`config.mk`:
```
export PLATFORM = sky130hd
export DESIGN_NAME = irq_entry_seq
export DESIGN_NICKNAME = d
export VERILOG_FILES = /design/src/rtl/irq_pkg.sv /design/src/rtl/irq_poll.sv /design/src/rtl/irq_entry_fsm.sv /design/src/rtl/irq_bus_gen.sv /design/src/rtl/irq_entry_seq.sv
export SDC_FILE = /design/constraint.sdc
export NUM_CORES = 1
export LEC_CHECK = 0
export BUFFER_PORTS_ARGS = -buffer_cell sky130_fd_sc_hd__buf_2
export CORE_UTILIZATION = 52
export CTS_CLUSTER_SIZE = 20
export DETAILED_ROUTE_END_ITERATION = 12
export PLACE_DENSITY = 0.85
export SLEW_MARGIN = 20
export SYNTH_ARGS = -nofsm -noshare
export SYNTH_HDL_FRONTEND = slang
export SYNTH_HIERARCHICAL = 1
export SYNTH_SLANG_ARGS = --single-unit
```
`constraint.sdc`:
```
create_clock -name clk -period 6 [get_ports clk]
set_input_delay 1.2 -clock clk [delete_from_list [all_inputs] [get_ports clk]]
set_output_delay 1.2 -clock clk [all_outputs]
set_load 0.005 [all_outputs]
```
`src/rtl/irq_pkg.sv`:
```
package irq_pkg;
  typedef enum logic [2:0] {
    ST_DUM0 = 3'd0,
    ST_DUM1 = 3'd1,
    ST_PCH  = 3'd2,
    ST_PCL  = 3'd3,
    ST_PSW  = 3'd4,
    ST_VLO  = 3'd5,
    ST_VHI  = 3'd6
  } entry_step_t;

  localparam int BRK_BIT  = 4;
  localparam int ONE_BIT  = 5;
endpackage

```
`src/rtl/irq_poll.sv`:
```
module irq_poll #(
  parameter int LEN_W = 4
) (
  input  logic             clk,
  input  logic             rst_n,
  input  logic             irq_req,
  input  logic             mask_in,
  input  logic [LEN_W-1:0] cyc_left,
  input  logic             busy,
  output logic             take
);
  localparam logic [LEN_W-1:0] LAST  = LEN_W'(1);
  localparam logic [LEN_W-1:0] EARLY = LEN_W'(3);

  logic arm_q, arm_d;
  logic sample_en, boundary;

  always_comb begin
    boundary  = !busy && (cyc_left == LAST);
    sample_en = !busy && ((cyc_left >= EARLY) || (cyc_left == LAST));
    take      = boundary && arm_q;
    arm_d     = arm_q;
    if (take)
      arm_d = 1'b0;
    else if (sample_en)
      arm_d = irq_req && !mask_in;
  end

  always_ff @(posedge clk or negedge rst_n) begin
    if (!rst_n)
      arm_q <= 1'b0;
    else
      arm_q <= arm_d;
  end

  // a boundary reached with the mask held throughout never starts entry
  p_masked_no_take_r10: assert property (@(posedge clk) disable iff (!rst_n)
    (mask_in && $past(mask_in) && $past(mask_in, 2) && $past(mask_in, 3) &&
     $past(mask_in, 4) && $past(mask_in, 5) && $past(mask_in, 6) &&
     $past(mask_in, 7) && $past(mask_in, 8) && !busy) |-> !take);
endmodule

```
`src/rtl/irq_entry_fsm.sv`:
```
module irq_entry_fsm
  import irq_pkg::*;
(
  input  logic        clk,
  input  logic        rst_n,
  input  logic        take,
  output logic        busy,
  output entry_step_t step
);
  entry_step_t step_q, step_d;
  logic        busy_q, busy_d;

  always_comb begin
    step_d = step_q;
    busy_d = busy_q;
    if (busy_q) begin
      if (step_q == ST_VHI) begin
        busy_d = 1'b0;
        step_d = ST_DUM0;
      end else begin
        step_d = entry_step_t'(step_q + 3'd1);
      end
    end else if (take) begin
      busy_d = 1'b1;
      step_d = ST_DUM0;
    end
  end

  always_ff @(posedge clk or negedge rst_n) begin
    if (!rst_n) begin
      busy_q <= 1'b0;
      step_q <= ST_DUM0;
    end else begin
      busy_q <= busy_d;
      step_q <= step_d;
    end
  end

  assign busy = busy_q;
  assign step = step_q;

  // entry lasts exactly seven cycles
  p_entry_len_r5: assert property (@(posedge clk) disable iff (!rst_n)
    $rose(busy_q) |=> busy_q ##1 busy_q ##1 busy_q ##1 busy_q ##1 busy_q
                      ##1 busy_q ##1 !busy_q);
endmodule

```
`src/rtl/irq_bus_gen.sv`:
```
module irq_bus_gen
  import irq_pkg::*;
#(
  parameter int                 DATA_W     = 8,
  parameter int                 ADDR_W     = 16,
  parameter logic [DATA_W-1:0]  STACK_PAGE = 8'h01,
  parameter logic [ADDR_W-1:0]  VEC_ADDR   = 16'hFFFE
) (
  input  logic              clk,
  input  logic              rst_n,
  input  logic              take,
  input  logic              busy,
  input  entry_step_t       step,
  input  logic [DATA_W-1:0] status_in,
  input  logic [ADDR_W-1:0] pc_in,
  input  logic [DATA_W-1:0] sp_in,
  input  logic [DATA_W-1:0] rd_data,
  output logic [ADDR_W-1:0] bus_addr,
  output logic [DATA_W-1:0] bus_wdata,
  output logic              bus_we,
  output logic [DATA_W-1:0] sp_out,
  output logic [ADDR_W-1:0] pc_out,
  output logic              set_mask
);
  localparam int               HI_W    = ADDR_W - DATA_W;
  localparam logic [ADDR_W-1:0] VEC_HI = VEC_ADDR + ADDR_W'(1);

  logic [ADDR_W-1:0] pc_q, pc_d;
  logic [DATA_W-1:0] sp_q, sp_d;
  logic [DATA_W-1:0] psw_q, psw_d;
  logic [DATA_W-1:0] vlo_q, vlo_d;
  logic [DATA_W-1:0] psw_push;

  always_comb begin
    psw_push          = psw_q;
    psw_push[BRK_BIT] = 1'b0;
    psw_push[ONE_BIT] = 1'b1;
  end

  // next-state of the working registers
  always_comb begin
    pc_d  = pc_q;
    sp_d  = sp_q;
    psw_d = psw_q;
    vlo_d = vlo_q;
    if (!busy && take) begin
      pc_d  = pc_in;
      sp_d  = sp_in;
      psw_d = status_in;
    end else if (busy) begin
      case (step)
        ST_PCH, ST_PCL, ST_PSW: sp_d  = sp_q - DATA_W'(1);
        ST_VLO:                 vlo_d = rd_data;
        ST_VHI:                 pc_d  = {rd_data[HI_W-1:0], vlo_q};
        default: ;
      endcase
    end
  end

  always_ff @(posedge clk or negedge rst_n) begin
    if (!rst_n) begin
      pc_q  <= '0;
      sp_q  <= '0;
      psw_q <= '0;
      vlo_q <= '0;
    end else begin
      pc_q  <= pc_d;
      sp_q  <= sp_d;
      psw_q <= psw_d;
      vlo_q <= vlo_d;
    end
  end

  // bus drive for the current entry step
  always_comb begin
    bus_addr  = '0;
    bus_wdata = '0;
    bus_we    = 1'b0;
    set_mask  = 1'b0;
    if (busy) begin
      case (step)
        ST_DUM0, ST_DUM1: bus_addr = pc_q;
        ST_PCH: begin
          bus_addr  = {STACK_PAGE, sp_q};
          bus_wdata = pc_q[ADDR_W-1:DATA_W];
          bus_we    = 1'b1;
        end
        ST_PCL: begin
          bus_addr  = {STACK_PAGE, sp_q};
          bus_wdata = pc_q[DATA_W-1:0];
          bus_we    = 1'b1;
        end
        ST_PSW: begin
          bus_addr  = {STACK_PAGE, sp_q};
          bus_wdata = psw_push;
          bus_we    = 1'b1;
        end
        ST_VLO: begin
          bus_addr = VEC_ADDR;
          set_mask = 1'b1;
        end
        ST_VHI: begin
          bus_addr = VEC_HI;
          set_mask = 1'b1;
        end
        default: ;
      endcase
    end
  end

  assign sp_out = sp_q;
  assign pc_out = pc_q;

  // writes land only in the stack page
  p_write_page_r7: assert property (@(posedge clk) disable iff (!rst_n)
    bus_we |-> bus_addr[ADDR_W-1:DATA_W] == STACK_PAGE);
  // every push moves the stack pointer down by one
  p_sp_step_r7: assert property (@(posedge clk) disable iff (!rst_n)
    bus_we |=> sp_q == $past(sp_q) - DATA_W'(1));
  // first entry cycle reads at the return address
  p_dummy_r6: assert property (@(posedge clk) disable iff (!rst_n)
    $rose(busy) |-> !bus_we && bus_addr == pc_q);
  // program counter after entry is built from the two vector reads
  p_vector_r9: assert property (@(posedge clk) disable iff (!rst_n)
    $fell(busy) |-> pc_q == {$past(rd_data[HI_W-1:0]), $past(rd_data, 2)});
  // entry ends with the mask request raised
  p_mask_r11: assert property (@(posedge clk) disable iff (!rst_n)
    $fell(busy) |-> $past(set_mask) && $past(set_mask, 2));
  // status push clears bit 4 and sets bit 5
  p_psw_bits_r8: assert property (@(posedge clk) disable iff (!rst_n)
    (bus_we && $past(bus_we) && $past(bus_we, 2)) |->
      !bus_wdata[BRK_BIT] && bus_wdata[ONE_BIT]);
endmodule

```
`src/rtl/irq_entry_seq.sv`:
```
module irq_entry_seq
  import irq_pkg::*;
#(
  parameter int                 DATA_W     = 8,
  parameter int                 ADDR_W     = 16,
  parameter int                 LEN_W      = 4,
  parameter logic [DATA_W-1:0]  STACK_PAGE = 8'h01,
  parameter logic [ADDR_W-1:0]  VEC_ADDR   = 16'hFFFE
) (
  input  logic              clk,
  input  logic              rst_n,
  input  logic              irq_req,
  input  logic              mask_in,
  input  logic [LEN_W-1:0]  cyc_left,
  input  logic [DATA_W-1:0] status_in,
  input  logic [ADDR_W-1:0] pc_in,
  input  logic [DATA_W-1:0] sp_in,
  input  logic [DATA_W-1:0] rd_data,
  output logic [ADDR_W-1:0] bus_addr,
  output logic [DATA_W-1:0] bus_wdata,
  output logic              bus_we,
  output logic [DATA_W-1:0] sp_out,
  output logic [ADDR_W-1:0] pc_out,
  output logic              set_mask,
  output logic              busy
);
  logic        take;
  entry_step_t step;

  irq_poll #(.LEN_W(LEN_W)) u_poll (
    .clk      (clk),
    .rst_n    (rst_n),
    .irq_req  (irq_req),
    .mask_in  (mask_in),
    .cyc_left (cyc_left),
    .busy     (busy),
    .take     (take)
  );

  irq_entry_fsm u_fsm (
    .clk   (clk),
    .rst_n (rst_n),
    .take  (take),
    .busy  (busy),
    .step  (step)
  );

  irq_bus_gen #(
    .DATA_W     (DATA_W),
    .ADDR_W     (ADDR_W),
    .STACK_PAGE (STACK_PAGE),
    .VEC_ADDR   (VEC_ADDR)
  ) u_bus (
    .clk       (clk),
    .rst_n     (rst_n),
    .take      (take),
    .busy      (busy),
    .step      (step),
    .status_in (status_in),
    .pc_in     (pc_in),
    .sp_in     (sp_in),
    .rd_data   (rd_data),
    .bus_addr  (bus_addr),
    .bus_wdata (bus_wdata),
    .bus_we    (bus_we),
    .sp_out    (sp_out),
    .pc_out    (pc_out),
    .set_mask  (set_mask)
  );

  // nothing is driven on the bus outside entry
  p_idle_quiet_r1: assert property (@(posedge clk) disable iff (!rst_n)
    !busy |-> !bus_we && !set_mask);
endmodule

```
==> metrics.cfg, run 1 <==
[global_route]
grt_pass1_vias=2205
grt_max_degree=44
overflow=0
grtUsageTotal_pct=26.06
grt_pass1_wl_microns=10400
antenna_found_initial=0

[hold_path]
hold_path_depth=2
holdPathEnd=u_bus/psw_q[0]
worstHoldPathType=reg2reg
hp-start=u_bus/psw_q[0]

[floorplanning]
pin_count=99
dieHeight_microns=71.34
die_area_sq_um=5089
core_area_sq_um=4474
row_count=24
start_util_pct=55.87
die_w_microns=71.34

[yosys]
synth_enable_flop_cells=0
synth_adder_area_share_pct=0.5005
yosysTopAreaCell=dfrtp_1
synth_common_cells=nand2_1 (62), nor2_1 (46), dfrtp_1 (43)
synth_simple_gate_area_share_pct=23.82
synth_xor_area_share_pct=2.452
synth-seq-cells=43
synth_top_family_by_area=simple AND/OR/NAND/NOR gates
synth.yosys.warnings=6
synth_cell_type_count=44
synth.area.top_cells=dfrtp_1 (43%), nand2_1 (9.3%), nor2_1 (6.9%)
syn_inst=295
synth.avg_cell_area_sq_um=8.474
synth.most_common_cell=nand2_1
netlist_area_sq_um=2500
netlist.area_leader.share_pct=43.04
muxShareOfSynthArea_pct=8.108
ys.flop_type=dfrtp_1
syn_nets=344
ys_seq_area_share_pct=43.04
synth_compound_area_share_pct=17.47
async_flop_share_pct=100.0

[power]
power_uw=1460
ir_drop_mv=0.2355
p_leak_uw=0.001532
p_per_area_nw_per_um2=475.4

[layout]
drive_gt1_share_pct=33.33
area_growth_pct=22.87
fin_nets=429
antenna_cells=0
fin_area_sq_um=3072

[setup_path]
cp_num_buf_inv=2
crit_required_ps=4800
cp_slowest_cell=dfrtp_1
slowest_delay_ps=740
path_cells=inv_1 -> a31oi_1 -> o221a_2 -> buf_2
ff2ff_setup_slack_ps=3090
crit_type=reg2out
r2r_cells=7
endpoint_kind=output port
cpLargestDelayFamily=compound AO/OA/AOI/OAI gates
r2r_start=u_fsm/busy
start_kind=flop
critPathArrivalTime_ps=2660
cp_max_fo=22
rr_endpoint=u_bus/pc_out[15]

[clock_tree]
postCtsSetupRepairBufs=0
clock_latency_ps=290
cts-root-buf=clkbuf_8
htree_levels=2
cts.sinks=43
clkSlewWorstSetupHoldPaths_ps=80
ctsResizeCount=0
cts_tree=built
cts_buffers=5
clockBufferDepth=2
holdBufCountCts=0

[status]
violations=design-rule violations
status=complete, but fails checks

[sta]
fin_skew_ps=4.696
period_needed_ps=3862
slew_violations=0
max_freq_ghz=0.2589
rsz0062_at_grt=no
finalSetupViolations=0
slew_headroom_pct=39.40
tns_ps=0
post-route-period-util_pct=64.36
postLayoutSetupSlackWorst_ps=2138
tightestPinTransition_ps=906.8
hold_violations=0

[placed_design]
routabilityCongestion=0.8405
post_dp_cell_area_sq_um=2964
port_buffers=96
dpl.hpwl_microns=4586
dpl_worst_slack_ps=2183

[drt]
drt_iter0_drc=168
drc=5
post_drt_wl_per_cell_microns=14.73
post_drt_via_cell_ratio=5.630
antenna_left=0
firstDrtPassIters=10
routed-via-count=2438
wl_microns=6380

[flow_run]
drv_cap=0

-- final cells by class --
class	instances	area, sq um
Multi-Input combinational cell	226	1311
Timing Repair Buffer	99	515.5
Sequential cell	43	1076
Clock buffer	6	72.57
Fill cell	381	1403
Tap cell	52	65.06
Clock inverter	2	12.51
Inverter	5	18.77
-- cell usage in the layout, fill, tap and decap left out, drive strengths merged, types with 2 or more instances in the layout --
master	netlist	routed
buf	13	99
nand2	62	62
nor2	47	47
dfrtp	43	43
a21oi	22	22
a31oi	19	19
mux2	10	10
mux2i	9	9
o21ai	8	8
clkbuf	8	6
inv	5	5
xor2	5	5
o221a	5	5
o211a	4	4
nand2b	4	4
nor3	3	3
nor2b	3	3
or3	2	2
o2111ai	2	2
xnor2	2	2
a22o	2	2
nor3b	2	2
-- stage by stage --
stage	utilization (%)	hold slack (ps)	std cells
after floorplan	-	446.0	295
after global placement	66.25	458.3	424
after detailed placement	66.25	469.9	424
after CTS	68.15	489.2	432
after global routing	68.65	516.2	433
final	68.65	487.4	433
-- flip-flops by register name, indices dropped and copies added (netlist names) --
name,count
u_bus/pc_out,16
u_bus/psw_q,6
u_bus/sp_out,8
u_bus/vlo_q,8
u_fsm/busy,1
u_poll/arm_q,1
u_fsm/step,3
-- worst max-delay path by stage --
stage / startpoint / endpoint / slack (ps) / cells past startpoint
finish: u_fsm/busy / bus_addr[1] / 2140 / 4
global route: u_fsm/busy / bus_addr[6] / 2030 / 4
global placement: cyc_left[1] / u_bus/pc_out[3] / 2200 / 8
floorplan: cyc_left[1] / u_bus/pc_out[1] / 3080 / 7
detailed placement: cyc_left[1] / u_bus/pc_out[1] / 2180 / 8
CTS: u_fsm/busy / bus_addr[1] / 2200 / 4
-- power by group --
group / internal, uW / total [uW] / switching, uW
sequential: 424 / 622 / 198
combinational: 336 / 658 / 322
clock: 81.4 / 180 / 98.8
-- tightest hold or removal path, stage by stage, from the launching register on --
cell	delay (ps)
dfrtp_1	350
nand2_1	50
nand2_1	60
-- metal layers --
layer  global-route usage, %  share of wire [%]  vias to the layer above
met3                   5.626                7.4                       11
met5                       0                  0                        -
met2                   41.59                 46                      101
met4                   7.556                1.6                        0
met1                   35.98                 45                     1134
li1                        -                  -                     1192
-- kinds of logic after synthesis --
| kind of cell | count (synthesis) |
|---|---|
| adder cells (fa/ha/maj) | 1 |
| AND/OR/NAND/NOR | 133 |
| flip-flops | 43 |
| multiplexers | 19 |
| AO/OA/AOI/OAI | 66 |
| XOR/XNOR | 7 |
| buffers and inverters | 26 |
(Power assumes the default switching activity.)
==> run 2, diff against run 1 <==
ABC_AREA = 1   (was default)
CORE_UTILIZATION = 49   (was 52)
PLACE_DENSITY = 0.8   (was 0.85)
clock period = 4 ns   (was 6 ns; I/O delays follow)
==> run 2 against run 1 <==
The flow now finishes without violations. Synthesized cell count grew 24%. Setup slack lost 960 ps. Sequential power grew 39%. Critical path depth shrank 1. Worst hold slack lost 4.1 ps.
==> metrics.cfg, run 2 <==
[status]
status=finished, final reports clean

[clock_tree]
clkSlewWorstSetupHoldPaths_ps=90  ; about the same
clockBufferDepth=2  ; unchanged
cts-root-buf=clkbuf_8
ctsResizeCount=0  ; unchanged
cts_buffers=5  ; unchanged
htree_levels=2  ; unchanged
cts_tree=built
clock_latency_ps=300  ; about the same
postCtsSetupRepairBufs=0  ; unchanged
holdBufCountCts=0  ; unchanged
cts.sinks=43  ; unchanged

[yosys]
synth_adder_area_share_pct=0.4787  ; -0.022 points
synth.most_common_cell=nand2_1
synth_enable_flop_cells=0  ; unchanged
synth_cell_type_count=30  ; -32%
synth.avg_cell_area_sq_um=7.122  ; -16%
synth_top_family_by_area=simple AND/OR/NAND/NOR gates
netlist_area_sq_um=2614  ; +4.6%
synth_compound_area_share_pct=19.82  ; +2.4 points
synth_common_cells=nand2_1 (107), inv_1 (49), dfrtp_1 (43)
synth_simple_gate_area_share_pct=27.48  ; +3.7 points
synth_xor_area_share_pct=0.3351  ; -2.1 points
async_flop_share_pct=100.0  ; unchanged
synth.yosys.warnings=6  ; unchanged
yosysTopAreaCell=dfrtp_1
syn_inst=367  ; +24%
ys.flop_type=dfrtp_1
netlist.area_leader.share_pct=41.17  ; -1.9 points
syn_nets=416  ; +21%
synth.area.top_cells=dfrtp_1 (41%), nand2_1 (15%), inv_1 (7.0%)
ys_seq_area_share_pct=41.17  ; -1.9 points
muxShareOfSynthArea_pct=0  ; -8.1 points
synth-seq-cells=43  ; unchanged

[power]
ir_drop_mv=0.4295  ; +82%
power_uw=2396  ; +64%
p_leak_uw=0.001770  ; +16%
p_per_area_nw_per_um2=753.2  ; +58%

[setup_path]
cpLargestDelayFamily=flip-flops
critPathLaunch=u_fsm/busy
cp_slowest_cell=dfrtp_1
r2r_start=u_fsm/busy
r2r_cells=9  ; +2
cp_num_buf_inv=2  ; unchanged
path_cells=inv_1 -> o31ai_1 -> buf_2
crit_required_ps=3200  ; -1600 ps
start_kind=flop
endpoint_kind=output port
critPathArrivalTime_ps=2020  ; -640 ps
crit_type=reg2out
cp_max_fo=15  ; -32%
slowest_delay_ps=750  ; about the same
cp.depth=3  ; -1

[layout]
layout_common_cells=nand2_1 (107), buf_2 (96), inv_1 (49)
largest_register_ff_count=16  ; unchanged
drive_gt1_share_pct=25.16  ; -8.2 points
area_growth_pct=21.68
nFillCells=478  ; +25%
stdcell_count=527  ; +22%
fin_nets=505  ; +18%
mostFrequentLayoutCell=nand2_1
fin_util_pct=62.27  ; -6.4 points
antenna_cells=0  ; unchanged

[global_route]
grt_max_degree=44  ; unchanged
grtUsageTotal_pct=26.82  ; +0.76 points
antenna_found_initial=0  ; unchanged
overflow=0  ; unchanged
grt_pass1_vias=2404  ; +9.0%
grt_pass1_wl_microns=11200  ; +7.7%

[hold_path]
worstHoldPathType=reg2reg
hold_path_depth=2  ; unchanged
hp-start=u_bus/psw_q[2]

[floorplanning]
start_util_pct=51.18  ; -4.7 points
core_area_sq_um=5107  ; +14%
pin_count=99  ; unchanged
die_area_sq_um=5630  ; +11%
row_count=26  ; +8.3%
die_w_microns=75.04  ; +5.2%
dieHeight_microns=75.04  ; +5.2%

[sta]
finalSetupViolations=0  ; unchanged
slew_violations=0  ; unchanged
tightestPinTransition_ps=956.8  ; +49.96 ps
timing.hold.ws_ps=483.4  ; -4.076 ps
post-route-period-util_pct=70.52
slew_headroom_pct=36.22  ; -3.2 points
rsz0062_at_grt=no
hold_violations=0  ; unchanged
max_freq_ghz=0.3545
period_needed_ps=2821
fin_skew_ps=10.61  ; +5.910 ps
tns_ps=0  ; unchanged

[drt]
post_drt_via_cell_ratio=5.190  ; -7.8%
post_drt_wl_per_cell_microns=13.53  ; -8.2%
routed-via-count=2735  ; +12%
wl_microns=7131  ; +12%
drt_iter0_drc=248  ; +48%
drc=0  ; -5
firstDrtPassIters=5  ; -5
antenna_left=0  ; unchanged

[placed_design]
routabilityCongestion=0.8131  ; -3.3%
place_inst=519  ; +22%
dpl.hpwl_microns=5241  ; +14%
port_buffers=96  ; unchanged

[flow_run]
drv_cap=0  ; unchanged

run 2: cell types whose count changed after synthesis, sizes merged, moves of 9 or more:
cell,previous run,this run
nand3,1,19
o21ai,8,41
a31oi,19,7
nand2,62,111
mux2i,9,0
mux2,10,0
nor2,47,36
inv,5,50
run 2: worst paths after layout:
check                      slack [ps]               to
max                              1180     bus_addr[14]
min                               480   u_bus/psw_q[2]
max reg2reg                      1470  u_bus/pc_out[0]
min reg2reg                       480   u_bus/psw_q[2]
max in group asynchronous        2760  u_bus/sp_out[4]
min in group asynchronous         650   u_bus/psw_q[3]
run 2: layout make-up:
type | count | area, sq um | area share (%)
Multi-Input combinational cell | 260 | 1265 | 39.77
Sequential cell | 43 | 1076 | 33.83
Timing Repair Buffer | 96 | 480.5 | 15.11
Inverter | 50 | 190.2 | 5.980
Tap cell | 70 | 87.58 | 2.754
Clock buffer | 7 | 76.32 | 2.400
Clock inverter | 1 | 5.005 | 0.1574
run 2: worst reg2reg max path, delay by kind of cell (launching register included):
family / cells / cell delay [ps]
buf+inv: 3 / 440
flops: 1 / 620
compound gates: 3 / 750
simple gates: 3 / 620
run 2: power by group:
| part | leakage (uW) | switching, uW | internal [uW] |
|---|---|---|---|
| clock network | 0.0000422 | 151 | 123 |
| registers | 0.000527 | 240 | 624 |
| logic | 0.00120 | 731 | 527 |
| total | 0.00177 | 1120 | 1270 |
run 2: logic make-up after synthesis:
kind of cell / Yosys count
adders and majority gates: 1
buffers and inverters: 64
DFF: 43
xor gates and xnor gates: 1
and+or+nand+nor: 168
AOI/OAI and AO/OA: 90
run 2: stage by stage:
| stage | instance area (sq um) | setup WS, ps |
|---|---|---|
| global placement | 3092 | 1161 |
| global route | 3181 | 1060 |
| floorplan | 2614 | 1989 |
| finish | 3181 | 1179 |
| CTS | 3173 | 1195 |
| detailed placement | 3092 | 1085 |
run 2: metal layers:
metal | global-route usage, % | vias to the layer above | share of wire, %
met1 | 38.09 | 1242 | 45
li1 | - | 1356 | -
met4 | 6.918 | 0 | 1.2
met5 | 0 | - | 0
met2 | 42.14 | 127 | 46
met3 | 5.355 | 10 | 7.8
==> run 3, diff against run 2 <==
clock period = 3 ns   (was 4 ns; I/O delays follow)
==> run 3 against run 2 <==
First-iteration DRC count decreased by 17%. Die area unchanged. Combinational power increased by 34%. Utilization increased by 0.81 points. Cell count increased by 0.76%. Worst hold slack got worse by 23 ps. Highest routed layer unchanged.
==> metrics.cfg, run 3 (synthesis gave the netlist of run 2 again) <==
[setup_path]
endpoint_kind=output port
cp.depth=6  ; +3
crit_required_ps=2400  ; -800 ps
cp_max_fo=12  ; -3
slowest_delay_ps=520  ; -230 ps
start_kind=flop
path_cells=inv_1 -> nand3_2 -> nand2_1 -> nand2_1 -> a22oi_1 -> buf_2
critPathArrivalTime_ps=1960  ; -60 ps
r2r_cells=5  ; -4
crit_type=reg2out
crit_path_frequent_cell=nand2_1
cp_num_buf_inv=2  ; unchanged
cpLargestDelayFamily=simple AND/OR/NAND/NOR gates
cp_slowest_cell=dfrtp_1

[placed_design]
port_buffers=96  ; unchanged
place_inst=523  ; +0.77%
routabilityCongestion=0.8328  ; +2.4%
dpl.hpwl_microns=5247  ; +0.11%

[layout]
nFillCells=476  ; -0.42%
area_growth_pct=23.26
mostFrequentLayoutCell=nand2_1
drive_gt1_share_pct=26.03  ; +0.87 points
antenna_cells=0  ; unchanged
layout_common_cells=nand2_1 (107), buf_2 (96), inv_1 (49)
fin_nets=509  ; +0.79%
stdcell_count=531  ; +0.76%
largest_register_ff_count=16  ; unchanged

[drt]
post_drt_wl_per_cell_microns=13.19  ; -2.5%
antenna_left=0  ; unchanged
wl_microns=7002  ; -1.8%
drc=0  ; unchanged
firstDrtPassIters=5  ; unchanged
drt_iter0_drc=207  ; -17%
routed-via-count=2733  ; -0.073%
post_drt_via_cell_ratio=5.147  ; -0.83%

[clock_tree]
cts_tree=built
clkSlewWorstSetupHoldPaths_ps=80  ; about the same
cts_buffers=5  ; unchanged
cts.sinks=43  ; unchanged
htree_levels=2  ; unchanged
postCtsSetupRepairBufs=0  ; unchanged
cts-root-buf=clkbuf_8
ctsResizeCount=0  ; unchanged
clockBufferDepth=2  ; unchanged
clock_latency_ps=290  ; about the same
holdBufCountCts=0  ; unchanged

[sta]
tightestPinTransition_ps=958.9  ; +2.157 ps
max_freq_ghz=0.3907
hold_violations=0  ; unchanged
post-route-period-util_pct=85.32
rsz0062_at_grt=no
tns_ps=0  ; unchanged
fin_skew_ps=7.628  ; -2.978 ps
period_needed_ps=2560
finalSetupViolations=0  ; unchanged
slew_headroom_pct=36.07  ; -0.14 points
slew_violations=0  ; unchanged

[power]
ir_drop_mv=0.5613  ; +31%
p_clk_share_pct=12.3  ; +0.9 points
cellInternalPower_uw=1753  ; +38%
p_sw_share_pct=45.73  ; -1.1 points
p_leak_uw=0.001798  ; +1.6%
power_uw=3231  ; +35%
p_switching_uw=1477  ; +32%
pwr-share-seq_pct=35.3  ; -0.8 points
comb_power_share_pct=52.3  ; -0.2 points
p_per_area_nw_per_um2=1003  ; +33%

[status]
status=finished, final reports clean

[floorplanning]
die_area_sq_um=5630  ; unchanged
core_area_sq_um=5107  ; unchanged
pin_count=99  ; unchanged
dieHeight_microns=75.04  ; unchanged
start_util_pct=51.18  ; unchanged
row_count=26  ; unchanged
die_w_microns=75.04  ; unchanged

[global_route]
overflow=0  ; unchanged
grt_pass1_vias=2359  ; -1.9%
antenna_found_initial=0  ; unchanged
grtUsageTotal_pct=26.03  ; -0.79 points
grt_max_degree=44  ; unchanged
grt_pass1_wl_microns=10850  ; -3.1%

[flow_run]
drv_cap=0  ; unchanged

[hold_path]
worstHoldPathType=in2async

[run 3: cell types whose count changed in the layout (fill, tap and decap cells not counted), sizes merged]
cell    before  now
buf         96  100
clkbuf       7    8
clkinv       1    0
[run 3: cell type report]
| class | instances | area [sq um] | area share, % |
|---|---|---|---|
| Multi-Input combinational cell | 260 | 1257 | 39.03 |
| Sequential cell | 43 | 1076 | 33.40 |
| Timing Repair Buffer | 100 | 510.5 | 15.84 |
| Inverter | 50 | 190.2 | 5.903 |
| Clock buffer | 8 | 100.1 | 3.107 |
| Tap cell | 70 | 87.58 | 2.718 |
[run 3: worst paths after layout]
check                          startpoint         endpoint  slack, ps
max                         u_fsm/step[0]      bus_addr[8]        440
min                                 rst_n   u_bus/psw_q[3]        460
max reg2reg                 u_fsm/step[0]  u_bus/pc_out[1]       1000
min reg2reg                u_bus/psw_q[2]   u_bus/psw_q[2]        480
max in group asynchronous           rst_n  u_bus/sp_out[0]       1940
min in group clk           u_bus/psw_q[2]   u_bus/psw_q[2]        480
[run 3: per-stage QoR]
| step | hold slack, ps | util [%] | setup slack, ps | area [sq um] |
|---|---|---|---|---|
| 2_1_floorplan | 304.4 | - | 1189 | 2614 |
| 3_3_place_gp | 461.3 | 61.12 | 836.0 | 3122 |
| 3_5_place_dp | 459.4 | 61.12 | 808.5 | 3122 |
| 4_1_cts | 478.5 | 63.08 | 485.7 | 3222 |
| 5_1_grt | 511.3 | 63.08 | 356.0 | 3222 |
| 6_report | 460.8 | 63.08 | 440.5 | 3222 |
[run 3: power by group through the flow]
stage	clock network, uW	registers (uW)	logic (uW)
after floorplan	0	1070	1080
final	398	1140	1690
after global routing	434	1180	1930
after global placement	0	1140	1640
after detailed placement	0	1150	1680
after CTS	408	1140	1690
[run 3: metal layers]
layer / part of all wire (%) / track usage (%) / routed length, microns / up-vias
li1: - / - / - / 1368
met1: 45 / 37.60 / 3128 / 1233
met2: 47 / 39.94 / 3259 / 121
met3: 7.7 / 5.622 / 539 / 11
met4: 1.1 / 6.709 / 74 / 0
met5: 0 / 0 / 0 / -
